$ cat config.mk
export PLATFORM = sky130hd
export DESIGN_NAME = codec_play_seq
export DESIGN_NICKNAME = d
export VERILOG_FILES = /design/src/rtl/codec_seq_pkg.sv /design/src/rtl/codec_step_rom.sv /design/src/rtl/codec_wait_timer.sv /design/src/rtl/codec_play_seq.sv
export SDC_FILE = /design/constraint.sdc
export NUM_CORES = 1
export LEC_CHECK = 0
export ABC_AREA = 1
export CORE_UTILIZATION = 50
export CTS_CLUSTER_DIAMETER = 50
export DETAILED_ROUTE_END_ITERATION = 8
export GPL_ROUTABILITY_DRIVEN = 0
export HOLD_SLACK_MARGIN = 0.12
export PLACE_DENSITY_LB_ADDON = 0.25
export SYNTH_ARGS = -nofsm -noshare
export SYNTH_HDL_FRONTEND = slang
export SYNTH_SLANG_ARGS = --single-unit
$ cat constraint.sdc
create_clock -name clk -period 2.1 [get_ports clk]
set_input_delay 0.42 -clock clk [delete_from_list [all_inputs] [get_ports clk]]
set_output_delay 0.42 -clock clk [all_outputs]
set_load 0.01 [all_outputs]
$ cat src/rtl/codec_seq_pkg.sv
package codec_seq_pkg;

    localparam int STEP_W = 4;

    typedef enum logic [1:0] {
        W_NONE,
        W_PLL,
        W_RISE,
        W_FALL
    } wait_kind_t;

    typedef struct packed {
        logic [7:0] addr;
        logic [7:0] data;
        wait_kind_t wk;
    } step_t;

    typedef enum logic [2:0] {
        S_OFF,
        S_ARM,
        S_WRITE,
        S_HOLD,
        S_STEP,
        S_PLAY
    } seq_state_t;

    // step indices: power-up list then power-down list
    localparam logic [STEP_W-1:0] UP_LAST  = 4'd9;
    localparam logic [STEP_W-1:0] DN_FIRST = 4'd10;
    localparam logic [STEP_W-1:0] DN_LAST  = 4'd14;

endpackage

$ cat src/rtl/codec_step_rom.sv
module codec_step_rom
    import codec_seq_pkg::*;
(
    input  logic [STEP_W-1:0] idx,
    output step_t             step
);

    always_comb begin
        unique case (idx)
            4'd0:    step = '{addr: 8'h05, data: 8'h27, wk: W_NONE};
            4'd1:    step = '{addr: 8'h0F, data: 8'h09, wk: W_NONE};
            4'd2:    step = '{addr: 8'h0E, data: 8'h19, wk: W_NONE};
            4'd3:    step = '{addr: 8'h09, data: 8'h91, wk: W_NONE};
            4'd4:    step = '{addr: 8'h0C, data: 8'h91, wk: W_NONE};
            4'd5:    step = '{addr: 8'h0A, data: 8'h28, wk: W_NONE};
            4'd6:    step = '{addr: 8'h0D, data: 8'h28, wk: W_PLL};
            4'd7:    step = '{addr: 8'h00, data: 8'h64, wk: W_NONE};
            4'd8:    step = '{addr: 8'h01, data: 8'h39, wk: W_NONE};
            4'd9:    step = '{addr: 8'h01, data: 8'h79, wk: W_RISE};
            4'd10:   step = '{addr: 8'h01, data: 8'h39, wk: W_FALL};
            4'd11:   step = '{addr: 8'h01, data: 8'h09, wk: W_NONE};
            4'd12:   step = '{addr: 8'h00, data: 8'h40, wk: W_NONE};
            4'd13:   step = '{addr: 8'h0E, data: 8'h11, wk: W_NONE};
            4'd14:   step = '{addr: 8'h0F, data: 8'h08, wk: W_NONE};
            default: step = '{addr: 8'h00, data: 8'h00, wk: W_NONE};
        endcase
    end

endmodule

$ cat src/rtl/codec_wait_timer.sv
module codec_wait_timer #(
    parameter int WIDTH = 8
) (
    input  logic             clk,
    input  logic             rst_n,
    input  logic             load,
    input  logic [WIDTH-1:0] load_val,
    output logic             zero
);

    logic [WIDTH-1:0] cnt;

    always_ff @(posedge clk or negedge rst_n) begin
        if (!rst_n) begin
            cnt <= '0;
        end else if (load) begin
            cnt <= load_val;
        end else if (cnt != '0) begin
            cnt <= cnt - 1'b1;
        end
    end

    assign zero = (cnt == '0);

endmodule

$ cat src/rtl/codec_play_seq.sv
module codec_play_seq
    import codec_seq_pkg::*;
#(
    parameter int PLL_WAIT  = 500_000,
    parameter int RISE_WAIT = 12_500_000,
    parameter int FALL_WAIT = 25_000_000
) (
    input  logic       clk,
    input  logic       rst_n,
    input  logic       clk_ready,
    input  logic       start,
    input  logic       stop,
    input  logic       wr_ack,
    output logic       wr_req,
    output logic [7:0] wr_addr,
    output logic [7:0] wr_data,
    output logic       busy,
    output logic       playing,
    output logic       done
);

    localparam int MAX_PR   = (PLL_WAIT > RISE_WAIT) ? PLL_WAIT : RISE_WAIT;
    localparam int MAX_WAIT = (MAX_PR > FALL_WAIT) ? MAX_PR : FALL_WAIT;
    localparam int CW       = $clog2(MAX_WAIT + 2);

    seq_state_t        state;
    logic [STEP_W-1:0] idx;
    logic              stop_pend;
    logic              done_q;
    step_t             cur;
    logic              tmr_load;
    logic              tmr_zero;
    logic [CW-1:0]     tmr_val;
    logic              in_powerup;

    codec_step_rom i_rom (
        .idx  (idx),
        .step (cur)
    );

    always_comb begin
        unique case (cur.wk)
            W_PLL:   tmr_val = CW'(PLL_WAIT);
            W_RISE:  tmr_val = CW'(RISE_WAIT);
            W_FALL:  tmr_val = CW'(FALL_WAIT);
            default: tmr_val = '0;
        endcase
    end

    assign tmr_load = (state == S_WRITE) && wr_ack && (cur.wk != W_NONE);

    codec_wait_timer #(.WIDTH(CW)) i_timer (
        .clk      (clk),
        .rst_n    (rst_n),
        .load     (tmr_load),
        .load_val (tmr_val),
        .zero     (tmr_zero)
    );

    assign in_powerup = (state != S_OFF) && (state != S_PLAY) && (idx <= UP_LAST);

    // state register and transitions
    always_ff @(posedge clk or negedge rst_n) begin
        if (!rst_n) begin
            state     <= S_OFF;
            idx       <= '0;
            stop_pend <= 1'b0;
            done_q    <= 1'b0;
        end else begin
            done_q <= 1'b0;
            if (stop && in_powerup) begin
                stop_pend <= 1'b1;
            end
            unique case (state)
                S_OFF: begin
                    if (start) begin
                        idx   <= '0;
                        state <= S_ARM;
                    end
                end
                S_ARM: begin
                    if (clk_ready) begin
                        state <= S_WRITE;
                    end
                end
                S_WRITE: begin
                    if (wr_ack) begin
                        state <= (cur.wk == W_NONE) ? S_STEP : S_HOLD;
                    end
                end
                S_HOLD: begin
                    if (tmr_zero) begin
                        state <= S_STEP;
                    end
                end
                S_STEP: begin
                    if (idx == UP_LAST) begin
                        state  <= S_PLAY;
                        done_q <= 1'b1;
                    end else if (idx == DN_LAST) begin
                        state  <= S_OFF;
                        done_q <= 1'b1;
                    end else begin
                        idx   <= idx + 1'b1;
                        state <= S_WRITE;
                    end
                end
                S_PLAY: begin
                    if (stop || stop_pend) begin
                        stop_pend <= 1'b0;
                        idx       <= DN_FIRST;
                        state     <= S_WRITE;
                    end
                end
                default: state <= S_OFF;
            endcase
        end
    end

    // outputs
    always_comb begin
        wr_req  = (state == S_WRITE);
        wr_addr = wr_req ? cur.addr : 8'h00;
        wr_data = wr_req ? cur.data : 8'h00;
        busy    = (state == S_ARM) || (state == S_WRITE) ||
                  (state == S_HOLD) || (state == S_STEP);
        playing = (state == S_PLAY);
        done    = done_q;
    end

endmodule

==> flow_summary.ini <==
[run_status]
status = completed

[timing]
slew_violations = 0
setup_ws_ns = 0.0347
hold_violations = 0
min_period_over_period_pct = 98.3
period_needed_ns = 2.07
fmax_ghz = 0.484
skew_ns = 0.00503
hold_ws_ns = 0.510
setup_viol = 0
fin_setup_tns_ns = 0

[cts]
h-tree-depth = 2
cts_max_path_buffers = 2
cts.sinks = 34
cts_buffers = 5
cts_tree = yes
clock_latency_ns = 0.29
clkTransAtPathRegs_ns = 0.07
clock-root-buffer = clkbuf_8

[synthesis]
avgSynthCellArea_um2 = 7.17
ys_warn_count = 0
synth_compound_area_share_pct = 11.3
synth_simple_gate_area_share_pct = 39.4
synth_flop_cell = dfrtp_1
synth_area_leader_cell = dfrtp_1
synth_commonest_cells = nand2_1 (70), nor2_1 (51), inv_1 (45), nand3_1 (38), dfrtp_1 (34)
syn-instance-count = 380
synth-edff-count = 0
ys_ff_latch = 34
async_flop_share_pct = 100
yosysSeqAreaShare_pct = 31.2
synthMuxAreaShare_pct = 0
synth.area.top_cells = dfrtp_1 (31%), nand2_1 (9.6%), nor2_1 (7.0%)
yosysTopAreaCellShare_pct = 31.2
syn_area_um2 = 2720
synth_xor_area_share_pct = 2.25
synth_most_common_cell = nand2_1
synthAdderAreaFrac_pct = 6.89
ys_types = 36
synth_top_family_by_area = simple AND/OR/NAND/NOR gates

[setup_path]
arrival_ns = 2.28
cp-end-kind = flop
worst_path_max_delay_cell = dfrtp_1
cp_slowest_stage_delay_ns = 0.39
crit_path_start_kind = flop
crit_type = flop to flop
worst-path-max-fanout = 5
path_buf_inv = 2
path_delay_family = simple AND/OR/NAND/NOR gates
startpoint = idx[0]
cp_cell_sequence = inv_2, buf_4, ha_1, nand3_1, ha_4, nor2_4, nand2_4, or2_4, a21oi_1
cp.required_ns = 2.32
rr_startpoint = idx[0]

[routing]
num_vias = 2705
postRouteWirelength_um = 6990
wl_per_cell_um = 13.8
drc = 0
ant_nets = 0
viasPerCell = 5.32
first_pass_iters = 5
drt_first_iter_violations = 191

[floorplan]
start_util_pct = 52.7
die_w_um = 75.8
die_y_um = 75.8
core_area_um2 = 5170
io_pins = 26
row_count = 26
die_area_um2 = 5750

[pwr]
irDropWorstVdd_mv = 0.596
cellPowerDensity_nw_per_um2 = 1100
power_leakage_nw = 1.70

[finish]
nNetsFinal = 458
fin_cells = 508
fin_area_um2 = 3390
area_growth_pct = 24.4
diodes = 0
drive_gt1_share_pct = 24.2

[global_route]
grt_use_total_pct = 24.9
grt_pass1_wl_um = 10700
grt_max_degree = 35
grt-ovfl-total = 0
antenna_found_initial = 0
grt_pass1_vias = 2443

[min_path]
min_from = i_timer.cnt[0]
worstHoldPathType = flop to flop

[placement]
pre_cts_ws_ns = -0.0321
postPlaceCellArea_um2 = 3210
place_hpwl_um = 5040
portBuffers = 21
dp_cells = 497

[job]
max_cap_violations = 0
-- stage by stage --
stage	utilization [%]	power (W)
floorplan	-	0.00247
detailed placement	62.1	0.00318
finish	65.5	0.00374
global placement	62.1	0.00314
CTS	63.8	0.00366
global route	65.5	0.00405
-- final cells by class --
cell class	instances	area [um2]
fillers	445	1780
well taps	70	87.6
clock buffers	7	86.3
multi-input cells	294	1740
clock inverters	1	5.00
inverters	48	188
repair buffers	53	420
repair inverters	1	6.26
flip-flops and latches	34	852
-- worst register-to-register path, delay by kind of cell, from the launching register on --
| family | cells | cell delay, ns |
|---|---|---|
| and+or+nand+nor | 4 | 0.79 |
| adders and majority gates | 2 | 0.45 |
| DFF | 1 | 0.39 |
| buffers and inverters | 2 | 0.24 |
| AOI/OAI and AO/OA | 1 | 0.14 |
-- kinds of logic after synthesis --
group,count (synthesis)
AO/OA/AOI/OAI,57
XOR/XNOR,7
adder cells (fa/ha/maj),15
buffers and inverters,56
flip-flops,34
other,1
AND/OR/NAND/NOR,210
-- worst paths after layout --
path | cells after the start | endpoint | slack (ns)
min in group asynchronous | 2 | i_timer.cnt[20] | 0.55
hold / removal | 2 | i_timer.cnt[0] | 0.51
setup reg to reg | 9 | i_timer.cnt[13] | 0.03
hold reg to reg | 2 | i_timer.cnt[0] | 0.51
setup / recovery | 9 | i_timer.cnt[13] | 0.03
max in group asynchronous | 2 | idx[3] | 1.20
-- cell usage in the layout, fill, tap and decap left out, types with 7 or more instances in the layout --
cell type	instances
nand2_1	69
nor2_1	46
inv_1	40
nand3_1	37
dfrtp_1	33
buf_4	29
a21oi_1	24
nor2_4	11
o21ai_0	11
ha_1	11
nor2_2	10
o21ai_1	10
nand4_1	8
inv_2	7
nor3_1	7
clkdlybuf4s50_1	7
-- state kept, by name, indices dropped and copies added (netlist names) --
name         cells
stop_pend        1
i_timer.cnt     25
done             1
state            3
idx              4
-- timing repair --
action                     in CTS  in global routing
gates cloned                    0                  2
setup endpoints to repair      15                 37
hold buffers                    0                  0
pin swaps                       1                  9
setup buffers                   0                  1
resized for setup              30                 43
-- metal layers --
layer	up-vias	GRT usage, %	routed length, um
met4	0	9.47	155
met1	1241	29.5	2960
li1	1348	-	-
met2	97	45.2	3580
met5	-	0	0
met3	19	3.70	294
-- power breakdown --
| part | internal [W] | leakage, nW | switching (W) |
|---|---|---|---|
| logic | 0.000832 | 1.22 | 0.00126 |
| registers | 0.000883 | 0.432 | 0.000255 |
| clock network | 0.000265 | 0.0482 | 0.000244 |
(Power assumes the default switching activity.)
